$ cat config.mk
export PLATFORM = sky130hd
export DESIGN_NAME = gfx_opt_unit
export DESIGN_NICKNAME = d
export VERILOG_FILES = /design/src/rtl/gfx_opt_pkg.sv /design/src/rtl/gfx_opt_regs.sv /design/src/rtl/gfx_opt_scroll.sv /design/src/rtl/gfx_opt_merge.sv /design/src/rtl/gfx_opt_unit.sv
export SDC_FILE = /design/constraint.sdc
export NUM_CORES = 2
export LEC_CHECK = 0
export ABC_CLOCK_PERIOD_IN_PS = 9320
export CORE_UTILIZATION = 45
export CTS_BUF_LIST = sky130_fd_sc_hd__clkbuf_4 sky130_fd_sc_hd__clkbuf_8 sky130_fd_sc_hd__clkbuf_16
export DETAILED_ROUTE_END_ITERATION = 16
export DONT_BUFFER_PORTS = 1
export REMOVE_ABC_BUFFERS = 1
export SYNTH_ARGS = -nofsm -noshare
export SYNTH_HDL_FRONTEND = slang
export SYNTH_SLANG_ARGS = --single-unit
export TNS_END_PERCENT = 50
$ cat constraint.sdc
create_clock -name clk -period 9.32 [get_ports clk]
set_input_delay 2.796 -clock clk [delete_from_list [all_inputs] [get_ports clk]]
set_output_delay 2.796 -clock clk [all_outputs]
set_load 0.02 [all_outputs]
$ cat src/rtl/gfx_opt_pkg.sv
package gfx_opt_pkg;

    localparam int BYTE_W = 8;
    localparam int WORD_W = 16;
    localparam int OFF_W  = 3;

    localparam logic [OFF_W-1:0] OFF_CTRL    = 3'd0;
    localparam logic [OFF_W-1:0] OFF_DATA    = 3'd1;
    localparam logic [OFF_W-1:0] OFF_SEL     = 3'd3;
    localparam logic [OFF_W-1:0] OFF_MASK_HI = 3'd4;
    localparam logic [OFF_W-1:0] OFF_MASK_LO = 3'd5;

    typedef enum logic [1:0] {
        MG_IDLE  = 2'd0,
        MG_FETCH = 2'd1,
        MG_STORE = 2'd2
    } mg_state_e;

    typedef enum logic [1:0] {
        RS_ZERO = 2'd0,
        RS_CTRL = 2'd1,
        RS_MAP  = 2'd2
    } rd_src_e;

    function automatic logic [BYTE_W-1:0] rev_byte(input logic [BYTE_W-1:0] b);
        logic [BYTE_W-1:0] r;
        for (int i = 0; i < BYTE_W; i++) begin
            r[i] = b[BYTE_W-1-i];
        end
        return r;
    endfunction

endpackage

$ cat src/rtl/gfx_opt_regs.sv
module gfx_opt_regs
    import gfx_opt_pkg::*;
(
    input  logic               clk,
    input  logic               rst_n,
    input  logic               reg_wr,
    input  logic               reg_rd,
    input  logic [OFF_W-1:0]   reg_off,
    input  logic [BYTE_W-1:0]  reg_wdata,
    output logic               map_wr,
    output logic               map_rd,
    output logic               idx_clr,
    output logic [1:0]         sel_q,
    output logic               mode_vec,
    output logic [WORD_W-1:0]  mask_q,
    output logic [BYTE_W-1:0]  ctrl_q,
    output logic [BYTE_W-1:0]  ctrl_hold,
    output rd_src_e            rd_src,
    output logic               rd_valid
);

    localparam int HALF = WORD_W / 2;

    logic hit_data;
    logic sw_reset;

    assign hit_data = (reg_off == OFF_DATA);
    assign sw_reset = reg_wr && (reg_off == OFF_CTRL) && reg_wdata[0];
    assign map_wr   = reg_wr && hit_data && sel_q[1];
    assign map_rd   = reg_rd && hit_data && sel_q[1];
    assign idx_clr  = reg_wr && (reg_off == OFF_SEL);

    // write side
    always_ff @(posedge clk) begin
        if (!rst_n) begin
            ctrl_q   <= '0;
            sel_q    <= '0;
            mode_vec <= 1'b0;
            mask_q   <= '0;
        end else if (reg_wr) begin
            unique case (reg_off)
                OFF_CTRL: begin
                    ctrl_q <= reg_wdata;
                    if (sw_reset) begin
                        sel_q    <= '0;
                        mode_vec <= 1'b0;
                        mask_q   <= '0;
                    end
                end
                OFF_SEL: begin
                    sel_q <= {reg_wdata[7], reg_wdata[6]};
                end
                OFF_DATA: begin
                    if (!sel_q[1] && sel_q[0]) begin
                        mode_vec <= reg_wdata[0];
                    end
                end
                OFF_MASK_HI: begin
                    mask_q[WORD_W-1:HALF] <= rev_byte(reg_wdata);
                end
                OFF_MASK_LO: begin
                    mask_q[HALF-1:0] <= rev_byte(reg_wdata);
                end
                default: begin
                end
            endcase
        end
    end

    // read side
    always_ff @(posedge clk) begin
        if (!rst_n) begin
            rd_valid  <= 1'b0;
            rd_src    <= RS_ZERO;
            ctrl_hold <= '0;
        end else begin
            rd_valid <= reg_rd;
            if (reg_rd) begin
                ctrl_hold <= ctrl_q;
                if (reg_off == OFF_CTRL) begin
                    rd_src <= RS_CTRL;
                end else if (map_rd) begin
                    rd_src <= RS_MAP;
                end else begin
                    rd_src <= RS_ZERO;
                end
            end
        end
    end

endmodule

$ cat src/rtl/gfx_opt_scroll.sv
module gfx_opt_scroll #(
    parameter int IDX_W  = 8,
    parameter int DATA_W = 8
) (
    input  logic              clk,
    input  logic              rst_n,
    input  logic              idx_clr,
    input  logic              acc_wr,
    input  logic              acc_rd,
    input  logic [DATA_W-1:0] wdata,
    output logic [DATA_W-1:0] rdata_q,
    output logic [IDX_W-1:0]  idx_q
);

    localparam int DEPTH = 1 << IDX_W;

    logic [DATA_W-1:0] mem [DEPTH];
    logic [IDX_W-1:0]  idx_nxt;

    assign idx_nxt = idx_q + 1'b1;   // wraps naturally at DEPTH

    always_ff @(posedge clk) begin
        if (acc_wr) begin
            mem[idx_q] <= wdata;
        end
    end

    always_ff @(posedge clk) begin
        if (!rst_n) begin
            idx_q   <= '0;
            rdata_q <= '0;
        end else if (idx_clr) begin
            idx_q <= '0;
        end else if (acc_rd) begin
            rdata_q <= mem[idx_q];
            idx_q   <= idx_nxt;
        end else if (acc_wr) begin
            idx_q <= idx_nxt;
        end
    end

endmodule

$ cat src/rtl/gfx_opt_merge.sv
module gfx_opt_merge
    import gfx_opt_pkg::*;
#(
    parameter int AW = 16
) (
    input  logic              clk,
    input  logic              rst_n,
    input  logic              mg_req,
    input  logic [AW-1:0]     mg_addr,
    input  logic [WORD_W-1:0] mg_pattern,
    input  logic [WORD_W-1:0] mg_cpu_word,
    input  logic [WORD_W-1:0] mask_q,
    input  logic              mode_vec,
    output logic              mg_busy,
    output logic              mg_done,
    output logic              vm_rd_en,
    output logic              vm_wr_en,
    output logic [AW-1:0]     vm_addr,
    output logic [WORD_W-1:0] vm_wdata,
    input  logic [WORD_W-1:0] vm_rdata
);

    mg_state_e         state_q, state_d;
    logic [AW-1:0]     addr_q;
    logic [WORD_W-1:0] pat_q;
    logic [WORD_W-1:0] keep_q;   // 1 = keep old bit
    logic [WORD_W-1:0] merged;
    logic              accept;

    assign accept = (state_q == MG_IDLE) && mg_req;

    // state register
    always_ff @(posedge clk) begin
        if (!rst_n) begin
            state_q <= MG_IDLE;
        end else begin
            state_q <= state_d;
        end
    end

    // request capture
    always_ff @(posedge clk) begin
        if (!rst_n) begin
            addr_q <= '0;
            pat_q  <= '0;
            keep_q <= '0;
        end else if (accept) begin
            addr_q <= mg_addr;
            pat_q  <= mg_pattern;
            keep_q <= mode_vec ? mg_cpu_word : mask_q;
        end
    end

    // next state
    always_comb begin
        state_d = state_q;
        unique case (state_q)
            MG_IDLE:  if (mg_req) state_d = MG_FETCH;
            MG_FETCH: state_d = MG_STORE;
            MG_STORE: state_d = MG_IDLE;
            default:  state_d = MG_IDLE;
        endcase
    end

    // per-bit merge
    for (genvar b = 0; b < WORD_W; b++) begin : g_bit
        assign merged[b] = keep_q[b] ? vm_rdata[b] : pat_q[b];
    end

    // outputs
    always_comb begin
        mg_busy  = 1'b1;
        mg_done  = 1'b0;
        vm_rd_en = 1'b0;
        vm_wr_en = 1'b0;
        vm_addr  = addr_q;
        vm_wdata = merged;
        unique case (state_q)
            MG_IDLE:  mg_busy = 1'b0;
            MG_FETCH: vm_rd_en = 1'b1;
            MG_STORE: begin
                vm_wr_en = 1'b1;
                mg_done  = 1'b1;
            end
            default:  mg_busy = 1'b0;
        endcase
    end

endmodule

$ cat src/rtl/gfx_opt_unit.sv
module gfx_opt_unit
    import gfx_opt_pkg::*;
#(
    parameter int AW    = 16,
    parameter int IDX_W = 8
) (
    input  logic              clk,
    input  logic              rst_n,
    input  logic              reg_wr,
    input  logic              reg_rd,
    input  logic [2:0]        reg_off,
    input  logic [7:0]        reg_wdata,
    output logic [7:0]        reg_rdata,
    output logic              reg_rvalid,
    input  logic              mg_req,
    input  logic [AW-1:0]     mg_addr,
    input  logic [15:0]       mg_pattern,
    input  logic [15:0]       mg_cpu_word,
    output logic              mg_busy,
    output logic              mg_done,
    output logic              vm_rd_en,
    output logic              vm_wr_en,
    output logic [AW-1:0]     vm_addr,
    output logic [15:0]       vm_wdata,
    input  logic [15:0]       vm_rdata
);

    logic              map_wr, map_rd, idx_clr;
    logic [1:0]        sel_q;
    logic              mode_vec;
    logic [WORD_W-1:0] mask_q;
    logic [BYTE_W-1:0] ctrl_q, ctrl_hold, map_q;
    logic [IDX_W-1:0]  scroll_idx;
    rd_src_e           rd_src;

    gfx_opt_regs u_regs (
        .clk       (clk),
        .rst_n     (rst_n),
        .reg_wr    (reg_wr),
        .reg_rd    (reg_rd),
        .reg_off   (reg_off),
        .reg_wdata (reg_wdata),
        .map_wr    (map_wr),
        .map_rd    (map_rd),
        .idx_clr   (idx_clr),
        .sel_q     (sel_q),
        .mode_vec  (mode_vec),
        .mask_q    (mask_q),
        .ctrl_q    (ctrl_q),
        .ctrl_hold (ctrl_hold),
        .rd_src    (rd_src),
        .rd_valid  (reg_rvalid)
    );

    gfx_opt_scroll #(.IDX_W(IDX_W), .DATA_W(BYTE_W)) u_scroll (
        .clk     (clk),
        .rst_n   (rst_n),
        .idx_clr (idx_clr),
        .acc_wr  (map_wr),
        .acc_rd  (map_rd),
        .wdata   (reg_wdata),
        .rdata_q (map_q),
        .idx_q   (scroll_idx)
    );

    gfx_opt_merge #(.AW(AW)) u_merge (
        .clk         (clk),
        .rst_n       (rst_n),
        .mg_req      (mg_req),
        .mg_addr     (mg_addr),
        .mg_pattern  (mg_pattern),
        .mg_cpu_word (mg_cpu_word),
        .mask_q      (mask_q),
        .mode_vec    (mode_vec),
        .mg_busy     (mg_busy),
        .mg_done     (mg_done),
        .vm_rd_en    (vm_rd_en),
        .vm_wr_en    (vm_wr_en),
        .vm_addr     (vm_addr),
        .vm_wdata    (vm_wdata),
        .vm_rdata    (vm_rdata)
    );

    always_comb begin
        unique case (rd_src)
            RS_CTRL: reg_rdata = ctrl_hold;
            RS_MAP:  reg_rdata = map_q;
            default: reg_rdata = '0;
        endcase
    end

endmodule

==> metrics <==
Tcrit/Tclk final=63.5%; PostCTS Resize Cnt=0; cell count after synthesis=between 4k and 5k; Setup crit start kind=input pin; wire per inst=32.8 um; post-CTS setup buffer count=0; top cell type's share of synthesized area=73.1%; Worst Setup End Kind=output port; layout cells sized above 1=about 23%; top cell type by total area after synthesis=edfxtp_1; gpl congestion=around 0.84; FF-to-FF Start=u_scroll.idx_q[0]; Buf/Inv on CP=0; fillers=14.6k; Final Max Tran Viols=0; fmax=~170 MHz; Die Wd=between 400 and 500 um; grt total ovfl=0; final WL=approximately 220 mm; Antenna Violating Nets Remaining=0; actual slew at the worst max-slew pin=~1.2 ns; port bufs=0; r2r setup slk=roughly 4.6 ns; Final Util=about half; first-pass GRT wire length=315 mm; Die Y=435 um; yosys warns=0; crit path time final=~6 ns; setup violators final=0; RSZ-0062 raised after global routing=false; Num CTS Buffers=~210; clock transition at the registers of the reported paths=approximately 0.06 ns; CP Cell Sequence=mux2_2; synthesized cell area=~84000 um2; R2R depth=8; Post-synth ARST share=0%; hold crit path type=register to register; Slowest cell on crit path=mux2_2; via count=41.8k; # clock sinks=2152; Hold Slack=between 0.4 and 0.5 ns; Root Buffer=clkbuf_16; Post-synth EDFFs=around 2.0k; Residual DRC=0; synth unique cells=between 60 and 70; H-tree levels=4; Worst EP arrival=roughly 3.1 ns; Total Routing Usage GR=between 20% and 30%; Syn-to-layout area delta=11.1%; drt pass-1 iters=6; Main synth FF type=edfxtp_1; vias per cell=approximately 6.1; critical path depth=1; Final Hold Viols=0; status=finished, final reports clean; Max stage delay on crit path=about 0.32 ns; HPWL Detailed=approximately 130 mm; crit-path max FO=1; syn avg cell area=around 20 um2; cell family with most CP delay=multiplexers; Worst-Skew Late Latency=between 0.8 and 0.9 ns; Synth area leaders=edfxtp_1 (73%), mux4_2 (14%), dfxtp_1 (2.5%); nets@finish=roughly 4.2k; Static Leak=27.9 nW; FF-to-FF End=u_scroll.rdata_q[4]; WP data required=about 6.5 ns; clock skew=~0.043 ns; DRT iter0 DRCs=5214; Seq cells post-synth=2152; Sum Neg Setup Slack=0 ns; sequential fraction of the synthesis area=approximately 76%; Initial Util=about 45%; row count=around 160; pin count of the biggest net entering global routing=265; I/O pin total=125; CTS tree=done; Slew headroom=around 22%; max_cap viols=0; vias in the first global route=slightly above 40k; critical path startpoint=vm_rdata[4]; initial antenna violation count=5; CORE AREA=about 190000 um2; CTS Hold Bufs=0; commonest non-fill, non-tap cell in the layout=edfxtp_1; Pwr per Cell Area=roughly 210 nW/um2; most frequent cells in the layout=edfxtp_1 (2048), mux4_2 (530), nor2_1 (294); worst-case clock buffer depth=3; crit path capture=vm_wdata[4]; Die ar.=189000 um2; CP Class=input pin to output port; maximum VDD drop=~190 uV
[layout make-up]
class                   count  area (um2)  area share (%)
clock buffers             252        5620            6.01
repair buffers             59         505           0.540
multi-input cells        1722       19300            20.6
inverters                  14        55.1          0.0588
well taps                2480        3100            3.32
clock inverters           134        1400            1.50
flip-flops and latches   2152       63600            68.0
diodes                      4        10.0          0.0107
[flip-flops by register name, summed over array words and instances, names as in the netlist]
register          count
u_scroll.idx_q        8
u_merge.state_q       2
u_regs.ctrl_q         8
u_scroll.mem       2048
u_regs.rd_valid       1
u_merge.pat_q        16
u_scroll.rdata_q      8
u_merge.vm_addr      16
u_merge.keep_q       16
u_regs.sel_q          2
u_regs.mode_vec       1
u_regs.rd_src         2
u_regs.mask_q        16
u_regs.ctrl_hold      8
[worst min path at each step]
| stage | endpoint | cells after the start | start | slack [ns] |
|---|---|---|---|---|
| 3_5_place_dp | u_merge.pat_q[13] | 2 | u_merge.pat_q[13] | 0.46 |
| 2_1_floorplan | u_regs.sel_q[0] | 2 | u_regs.sel_q[0] | 0.44 |
| 3_3_place_gp | u_regs.mask_q[11] | 2 | u_regs.mask_q[11] | 0.45 |
| 4_1_cts | u_merge.pat_q[13] | 2 | u_merge.pat_q[13] | 0.46 |
| 6_report | u_regs.mask_q[15] | 2 | u_regs.mask_q[15] | 0.46 |
| 5_1_grt | u_merge.pat_q[2] | 2 | u_merge.pat_q[2] | 0.48 |
[routing by layer]
layer  part of all wire, %  track usage, %  vias up
met2                    47            36.9     2080
met1                    42            34.1    22414
li1                      -               -    17043
met5                0.0058               0        -
met4                   2.5            6.30        2
met3                   8.7            4.85      284
[stage by stage]
step	setup WS, ns	cell area, um2	power (mW)	instances
2_1_floorplan	-13.03	82800	10.9	3888
3_3_place_gp	3.27	86500	11.0	6427
3_5_place_dp	3.23	86500	11.0	6427
4_1_cts	3.40	93500	19.5	6813
5_1_grt	3.40	93500	19.9	6813
6_report	3.40	93500	19.4	6817
[cells by family after synthesis]
logic type | count (synthesis) | synth area share (%)
buf+inv | 281 | 1.72
compound gates | 297 | 2.60
mux | 714 | 16.4
xor+xnor | 7 | 0.0728
simple gates | 694 | 3.50
flops | 2152 | 75.5
fa+ha+maj | 10 | 0.149
[Yosys cell counts, types with 7 or more instances]
cell	number
buf_4	44
a21oi_1	26
a22oi_1	46
a32o_1	8
a211oi_1	10
buf_6	16
clkbuf_1	102
dfxtp_1	104
nor2b_1	33
mux2_2	42
a221oi_1	16
nand4_1	13
mux2i_1	142
o211ai_1	8
buf_1	19
nand3_1	70
and2_1	10
ha_1	10
nor3_1	18
a32oi_1	14
inv_1	14
o21ai_0	32
mux4_2	530
o22ai_1	21
o2111ai_1	8
a21boi_0	50
edfxtp_1	2048
o211a_1	16
nand2_1	223
buf_2	86
o21ai_1	7
nor2_1	297
and3_1	8
[report_power, final]
part           switching (mW)  internal (mW)  total (mW)
Combinational          0.0782         0.0505       0.129
Clock                    3.64           5.02        8.65
Sequential             0.0270           10.6        10.6
Total                    3.74           15.7        19.4
No activity file was read; power rests on OpenSTA's default activity.
